File: src/rtl/pm_smi_pkg.sv
package pm_smi_pkg;
  localparam int REG_W  = 32;
  localparam int B_USBV = 18;
  localparam int B_USBL = 17;
  localparam int B_NMI  = 15;
  localparam int B_PER  = 14;
  localparam int B_TCO  = 13;
  localparam int B_MC   = 11;
  localparam int B_RLS  = 7;
  localparam int B_TMR  = 6;
  localparam int B_APM  = 5;
  localparam int B_GLB  = 0;

  localparam logic [REG_W-1:0] ONE = {{(REG_W-1){1'b0}}, 1'b1};
  // gated sources share bit positions between enable and status
  localparam logic [REG_W-1:0] EN_MASK =
    (ONE << B_USBV) | (ONE << B_USBL) | (ONE << B_PER) | (ONE << B_TCO) |
    (ONE << B_MC) | (ONE << B_TMR) | (ONE << B_APM);
  localparam logic [REG_W-1:0] ST_MASK = EN_MASK | (ONE << B_NMI) | (ONE << B_GLB);
endpackage

File: src/rtl/pm_smi_enreg.sv
module pm_smi_enreg
  import pm_smi_pkg::*;
(
  input  logic             clk,
  input  logic             rst,
  input  logic             wr_hit,
  input  logic [REG_W-1:0] wdata,
  input  logic             tco_lock,
  output logic [REG_W-1:0] en_q,
  output logic             rls_pulse
);
  logic [REG_W-1:0] keep;

  always_comb begin
    keep = '0;
    keep[B_TCO] = tco_lock;
  end

  assign rls_pulse = wr_hit & wdata[B_RLS];

  always_ff @(posedge clk) begin
    if (rst) en_q <= '0;
    else if (wr_hit) en_q <= (wdata & EN_MASK & ~keep) | (en_q & keep);
  end
endmodule

File: src/rtl/pm_smi_timer.sv
module pm_smi_timer #(
  parameter int TMR_SHORT = 8,
  parameter int TMR_LONG  = 20
) (
  input  logic clk,
  input  logic rst,
  input  logic run,
  input  logic rate_sel,
  output logic expire
);
  localparam int MAXV  = (TMR_SHORT > TMR_LONG) ? TMR_SHORT : TMR_LONG;
  localparam int CNT_W = $clog2(MAXV + 1);

  logic [CNT_W-1:0] tmr_cnt;
  logic [CNT_W-1:0] last;

  assign last   = rate_sel ? CNT_W'(TMR_LONG - 1) : CNT_W'(TMR_SHORT - 1);
  assign expire = run && (tmr_cnt >= last);

  always_ff @(posedge clk) begin
    if (rst || !run) tmr_cnt <= '0;
    else if (expire) tmr_cnt <= '0;
    else tmr_cnt <= tmr_cnt + 1'b1;
  end
endmodule

File: src/rtl/pm_smi_status.sv
module pm_smi_status
  import pm_smi_pkg::*;
(
  input  logic             clk,
  input  logic             rst,
  input  logic [REG_W-1:0] evt,
  input  logic             clr_hit,
  input  logic [REG_W-1:0] wdata,
  input  logic [REG_W-1:0] en,
  output logic [REG_W-1:0] sts_q,
  output logic             smi_n
);
  logic [REG_W-1:0] clr_v;
  logic             pending;

  assign clr_v   = clr_hit ? (wdata & ST_MASK) : '0;
  assign pending = (|(sts_q & en & EN_MASK)) | sts_q[B_NMI];

  always_ff @(posedge clk) begin
    if (rst) begin
      sts_q <= '0;
      smi_n <= 1'b1;
    end else begin
      sts_q <= (sts_q & ~clr_v) | (evt & ST_MASK);
      smi_n <= ~pending;
    end
  end
endmodule

File: src/rtl/pm_smi_ctl.sv
module pm_smi_ctl
  import pm_smi_pkg::*;
#(
  parameter int              ADDR_W    = 8,
  parameter logic [ADDR_W-1:0] EN_OFF  = 8'h30,
  parameter logic [ADDR_W-1:0] ST_OFF  = 8'h34,
  parameter int              TMR_SHORT = 8,
  parameter int              TMR_LONG  = 20
) (
  input  logic              clk,
  input  logic              rst,
  input  logic [ADDR_W-1:0] addr,
  input  logic              wr_en,
  input  logic [31:0]       wdata,
  output logic [31:0]       rdata,
  input  logic              tco_lock,
  input  logic              nmi_reroute_en,
  input  logic              nmi_evt,
  input  logic              usb_vend_evt,
  input  logic              usb_leg_evt,
  input  logic              periodic_evt,
  input  logic              tco_evt,
  input  logic              mc_trap_evt,
  input  logic              apm_wr,
  input  logic              rate_sel,
  output logic              smi_n,
  output logic              sci_req
);
  logic             en_hit, st_hit, rls_pulse, tmr_exp;
  logic [REG_W-1:0] en_q, sts_q, evt;

  assign en_hit = wr_en && (addr == EN_OFF);
  assign st_hit = wr_en && (addr == ST_OFF);

  pm_smi_enreg u_en (
    .clk(clk), .rst(rst), .wr_hit(en_hit), .wdata(wdata),
    .tco_lock(tco_lock), .en_q(en_q), .rls_pulse(rls_pulse)
  );

  pm_smi_timer #(.TMR_SHORT(TMR_SHORT), .TMR_LONG(TMR_LONG)) u_tmr (
    .clk(clk), .rst(rst), .run(en_q[B_TMR]), .rate_sel(rate_sel), .expire(tmr_exp)
  );

  always_comb begin
    evt         = '0;
    evt[B_USBV] = usb_vend_evt;
    evt[B_USBL] = usb_leg_evt;
    evt[B_NMI]  = nmi_evt & nmi_reroute_en;
    evt[B_PER]  = periodic_evt;
    evt[B_TCO]  = tco_evt;
    evt[B_MC]   = mc_trap_evt;
    evt[B_TMR]  = tmr_exp;
    evt[B_APM]  = apm_wr;
    evt[B_GLB]  = rls_pulse;
  end

  pm_smi_status u_st (
    .clk(clk), .rst(rst), .evt(evt), .clr_hit(st_hit), .wdata(wdata),
    .en(en_q), .sts_q(sts_q), .smi_n(smi_n)
  );

  assign sci_req = sts_q[B_GLB];

  always_ff @(posedge clk) begin
    if (rst) rdata <= '0;
    else if (addr == EN_OFF) rdata <= en_q;
    else if (addr == ST_OFF) rdata <= sts_q;
    else rdata <= '0;
  end
endmodule

File: config.mk
export PLATFORM = sky130hd
export DESIGN_NAME = pm_smi_ctl
export DESIGN_NICKNAME = d
export VERILOG_FILES = /design/src/rtl/pm_smi_pkg.sv /design/src/rtl/pm_smi_enreg.sv /design/src/rtl/pm_smi_timer.sv /design/src/rtl/pm_smi_status.sv /design/src/rtl/pm_smi_ctl.sv
export SDC_FILE = /design/constraint.sdc
export NUM_CORES = 1
export LEC_CHECK = 0
export BUFFER_PORTS_ARGS = -buffer_cell sky130_fd_sc_hd__buf_2
export CORE_UTILIZATION = 44
export CTS_CLUSTER_DIAMETER = 50
export CTS_CLUSTER_SIZE = 14
export DETAILED_ROUTE_END_ITERATION = 12
export HOLD_SLACK_MARGIN = 0.15
export PLACE_DENSITY = 0.8
export SKIP_LAST_GASP = 1
export SYNTH_ARGS = -nofsm -noshare
export SYNTH_HDL_FRONTEND = slang
export SYNTH_SLANG_ARGS = --single-unit
File: constraint.sdc
create_clock -name clk -period 1.55 [get_ports clk]
set_input_delay 0.31 -clock clk [delete_from_list [all_inputs] [get_ports clk]]
set_output_delay 0.31 -clock clk [all_outputs]
set_load 0.005 [all_outputs]
# After elaboration in Yosys (flattened, before gate mapping)
# Cells that the tools add are included.
dict set report totals {
  regBits 102
  wordCells 32
}
dict set report classes {
  addsub 1
  magnitude_cmp 1
  eq_ne 2
  muxes 4
  bitwise 12
  n_reduce_logical 7
}
# cell n
set ops {}
lappend ops {{2-to-1 mux 32 bit} 2}
lappend ops {{bitwise AND 19 x 32 -> 32 bit} 1}
lappend ops {{bitwise AND 32 x 14 -> 32 bit} 1}
lappend ops {{bitwise AND 32 bit} 1}
lappend ops {{inverter 14 -> 32 bit} 1}
lappend ops {{inverter 32 bit} 1}
lappend ops {{bitwise OR 32 x 19 -> 32 bit} 1}
lappend ops {{bitwise OR 32 bit} 1}
lappend ops {{bitwise AND 19 bit} 1}
lappend ops {{2-to-1 mux 19 bit} 1}
lappend ops {{== test 8 x 6 -> 1 bit, second input constant} 2}
lappend ops {{OR reduction 7 bit} 1}
lappend ops {{adder 5 x 1 -> 5 bit, second input constant} 1}
lappend ops {{greater-or-equal comparator 5 bit} 1}
lappend ops {{2-to-1 mux 5 bit} 1}
lappend ops {{logical AND 1 bit} 3}
lappend ops {{bitwise AND 1 bit} 2}
lappend ops {{OR reduction 2 bit} 1}
lappend ops {{logical NOT 1 bit} 1}
lappend ops {{logical OR 1 bit} 1}
lappend ops {{inverter 1 bit} 1}
lappend ops {{bitwise OR 1 bit} 1}

# Longest topological paths before layout
dict set report logic_depth {
  ltp_word 6
  depth_mapped 5
  ltp_nobuf 5
}

# Modules after synthesis
# From an unflattened synthesis, not the netlist that was laid out.
dict set report unflattened {
  cells_unflattened 251
  area_unflattened_um2 2733.9
}
# mod n_inst cells_per_inst area_per_inst_um2 seq_area_each_um2
set modules_own_cells {}
lappend modules_own_cells {pm_smi_ctl 1 116 1437.6 640.6}
lappend modules_own_cells {pm_smi_status 1 57 571.8 200.2}
lappend modules_own_cells {pm_smi_enreg 1 51 460.4 140.1}
lappend modules_own_cells {pm_smi_timer 1 27 264.0 100.1}

# Worst setup path before layout
# No wires, ideal clock.
dict set report synth_timing {
  path_type {input-to-reg}
  from {input port addr[1]}
  to {register u_st.sts_q[6]}
  setup_time_ns 0.123
  arrival_ns 1.297
  required_ns 1.427
  setup_slack_ns 0.130
  cell_stages 4
  cell_sequence {or4b_4 -> buf_6 -> o311ai_4 -> o21ai_2}
}
dict set report synth_via {
  elab_chain_len 6
}
# item line_no
set synth_rtl {}
lappend synth_rtl {{start: declaration} pm_smi_ctl.sv:12} ;# input logic [ADDR_W-1:0] addr,
lappend synth_rtl {{== test 8 x 6 -> 1 bit} pm_smi_ctl.sv:33} ;# assign st_hit = wr_en && (addr == ST_OFF);
lappend synth_rtl {{logical AND 1 bit} pm_smi_ctl.sv:33}
lappend synth_rtl {{2-to-1 mux 19 bit} pm_smi_status.sv:16} ;# assign clr_v = clr_hit ? (wdata & ST_MASK) : '0;
lappend synth_rtl {{inverter 32 bit} pm_smi_status.sv:24} ;# sts_q <= (sts_q & ~clr_v) | (evt & ST_MASK);
lappend synth_rtl {{bitwise AND 32 bit} pm_smi_status.sv:24}
lappend synth_rtl {{bitwise OR 32 x 19 -> 32 bit} pm_smi_status.sv:24}
lappend synth_rtl {{end signal: assignment} pm_smi_status.sv:24}
lappend synth_rtl {{end: declaration} pm_smi_status.sv:10} ;# output logic [REG_W-1:0] sts_q,
# Every way passes these cells.
# A chain may end at the register's enable or synchronous reset.

# Worst setup path after layout
dict set report layout_timing {
  from {register u_tmr.tmr_cnt[4]}
  to {register u_tmr.tmr_cnt[2]}
}
dict set report layout_via {
  elab_chain_len 3
}
# item line_no
set layout_rtl {}
lappend layout_rtl {{start: declaration} pm_smi_timer.sv:14} ;# logic [CNT_W-1:0] tmr_cnt;
lappend layout_rtl {{start signal: assignment} pm_smi_timer.sv:23} ;# else tmr_cnt <= tmr_cnt + 1'b1;
lappend layout_rtl {{greater-or-equal comparator 5 bit} pm_smi_timer.sv:18} ;# assign expire = run && (tmr_cnt >= last);
lappend layout_rtl {{logical AND 1 bit} pm_smi_timer.sv:18}
lappend layout_rtl {{OR reduction 2 bit (no line)} -}
# Every way passes these cells.

==> impl_metrics.yaml <==
global_route:
  antenna_found_initial: 0
  grt_pass1_wl_mm: 4.84
  grt_pass1_vias: 1141
  grt_start_max_net_pins: 16
  grtUsageTotal_pct: 18.2
  overflow: 0
detailed_routing:
  met3_length_um: 194
  route.top_layer_used: "met4"
  num_vias: 1309
  met2_length_mm: 1.55
  viasPerCell: 5.03
  drtPass1Iterations: 4
  drtAntennaViolNets: 0
  routedWlPerCell_um: 11.9
  wl_met1_mm: 1.30
  drc: 0
  drt_first_iter_violations: 46
  wirelength_mm: 3.10
power_and_ir_drop:
  internal_power_mw: 1.25
  switchingPower_mw: 0.369
  power_frac_comb_pct: 8.9
  peakVddDrop_mv: 0.378
  p_clk_share_pct: 40.5
  pwr-share-seq_pct: 50.6
  power.density_nw_per_um2: 879
  switching_share_pct: 22.8
  p_leak_nw: 0.863
cts:
  cts_made_buffers: 5
  cts_tree: "done"
  cts_setup_buffers: 0
  clk_pin_slew_ns: 0.09
  root_buffer: "clkbuf_4"
  cts_max_level: 2
  clock_latency_ns: 0.33
  cts_buffer_depth: 2
  cts.sinks: 31
timing:
  fin_setup_tns_ns: 0
  hold_viol: 0
  rsz0062_at_grt: "false"
  skew_ns: 0.00610
  layout_min_cycle_time_ns: 1.47
  fmax_ghz: 0.682
  setup_viol: 0
  slew_viol_final: 0
  final.period_utilization_pct: 94.6
place:
  placed_area_um2: 1760
  numPortBuffers: 41
  place_congestion: 0.776
  place_inst: 252
  hpwlAfterDp_mm: 2.33
critical_path:
  cp.arrival_ns: 1.74
  cp-end-kind: "flop"
  r2r_slack_ns: 0.08
  crit_fanout: 5
  crit_path_end: "u_tmr.tmr_cnt[2]"
  critPathKind: "flop to flop"
  r2r-start: "u_tmr.tmr_cnt[4]"
  cp.required_ns: 1.82
  cp_cell_sequence: "ha_1 > and2_1 > a2111o_1 > nor2_1"
  cp-start-kind: "flop"
  rr_endpoint: "u_tmr.tmr_cnt[2]"
  crit_path_max_incr_delay_ns: 0.48
  slowest_stage: "a2111o_1"
  critical_path.startpoint: "u_tmr.tmr_cnt[4]"
  reg2reg_depth: 4
cells_and_area:
  final_common_cell: "buf_2"
  finalInstanceArea_um2: 1850
  final_nets: 269
  final_util_pct: 54.9
  antenna_cells: 0
  drive_gt1_share_pct: 32.2
  final_cell_count_no_fill: 260
  layout_common_cells: "buf_2, dfxtp_1, conb_1, nor2_1, buf_4"
  fillerInstances: 334
  syn_to_final_growth_pct: 19.1
floorplanning:
  coreArea_um2: 3360
  initial_core_util_pct: 46.1
  die-area_um2: 3760
  fp.dieH_um: 61.4
  row_count: 21
  top_level_ports: 87
  fp.dieW_um: 61.4
logic_synthesis:
  synthDistinctLibCells: 43
  synth-edff-count: 0
  seq_area_frac_synth_pct: 40.0
  syn_area_um2: 1550
  ys_ff_latch: 31
  synth_warnings: 0
  synthArstFlopShare_pct: 0
  avgSynthCellArea_um2: 9.51
  ys.flop_type: "dfxtp_1"
  netlist_instances: 163
worst_hold_path:
  hold_class: "input pin to flop"
outcome:
  status: "completed"
job:
  max_cap_viol_count: 0
worst min path at each step:
stage / endpoint / startpoint / depth (start not counted)
final: u_st.sts_q[0] / wdata[0] / 2
after global routing: u_st.sts_q[0] / wdata[0] / 2
after CTS: u_st.sts_q[0] / wdata[0] / 2
after detailed placement: u_tmr.tmr_cnt[0] / u_tmr.tmr_cnt[0] / 1
after global placement: u_tmr.tmr_cnt[0] / u_tmr.tmr_cnt[0] / 1
after floorplan: u_st.sts_q[0] / wdata[0] / 1
final cells by class:
class                      count  area, um^2  share of cell area (%)
sequential                    31         622                    33.7
inverter                       5        18.8                    1.02
clock buffer                   6        51.3                    2.78
tap                           46        57.6                    3.12
clock inverter                 2        35.0                    1.90
multi-input combinational    119         782                    42.3
timing repair buffer          51         280                    15.2
synth_stat cells (2+ instances only):
library cell	count	area [um^2]
o31ai_1	6	45.0
clkbuf_1	2	7.51
nor2_1	18	67.6
buf_4	24	180
a22o_1	7	61.3
a21oi_1	7	35.0
a31oi_1	2	12.5
xor2_1	2	17.5
nand2_1	9	33.8
nor3_4	2	32.5
a211oi_1	7	52.6
and2_1	3	18.8
dfxtp_1	31	621
a311oi_1	2	17.5
a41o_1	2	20.0
nand3_1	2	10.0
buf_1	2	7.51
inv_1	4	15.0
ha_1	3	37.5
nand4_1	5	31.3
metrics by stage:
| stage | total power [mW] | hold slack, ns | setup WS (ns) |
|---|---|---|---|
| after global placement | 0.981 | 0.447 | -0.0109 |
| final | 1.62 | 0.178 | 0.0837 |
| after detailed placement | 0.983 | 0.456 | -0.0165 |
| after CTS | 1.63 | 0.175 | 0.0701 |
| after floorplan | 0.954 | 0.424 | 0.130 |
| after global routing | 1.69 | 0.191 | 0.00663 |
worst max-delay path: cells and delay by family (launching register included):
family                   cells  cell delay (ns)
flip-flops                   1             0.33
AO/OA/AOI/OAI                1             0.48
adder cells (fa/ha/maj)      1             0.28
AND/OR/NAND/NOR              2             0.30
power by group through the flow:
stage | logic (mW) | clock network [mW] | registers, mW
global placement | 0.142 | 0 | 0.838
finish | 0.144 | 0.657 | 0.822
CTS | 0.144 | 0.666 | 0.821
detailed placement | 0.144 | 0 | 0.840
floorplan | 0.117 | 0 | 0.837
global route | 0.164 | 0.707 | 0.823
kinds of logic (layout without fill, tap and decap cells):
family | after synthesis | after routing | share of synthesized area [%]
simple gates | 47 | 47 | 18.5
flops | 31 | 31 | 40.0
fa+ha+maj | 3 | 3 | 2.42
other cells | 1 | 23 | 0.242
buf+inv | 35 | 64 | 14.8
mux | 1 | 1 | 0.646
compound gates | 42 | 42 | 21.6
xor+xnor | 3 | 3 | 1.70
routing by layer:
layer / vias up / global-route usage, %
met4: 0 / 8.25
li1: 649 / -
met1: 611 / 19.8
met5: - / 0
met2: 42 / 31.5
met3: 7 / 6.72
timing repair:
item                       in CTS  in global routing
setup endpoints to repair       0                  2
hold buffers                    0                  0
resized for setup               0                  1
state kept, by name, summed over array words and instances, names as in the netlist, named ones only:
signal and count:
rdata 9, u_en.en_q 6, u_st.smi_n 1, u_st.sts_q 9, u_tmr.tmr_cnt 5
No activity file was read; power rests on OpenSTA's default activity.
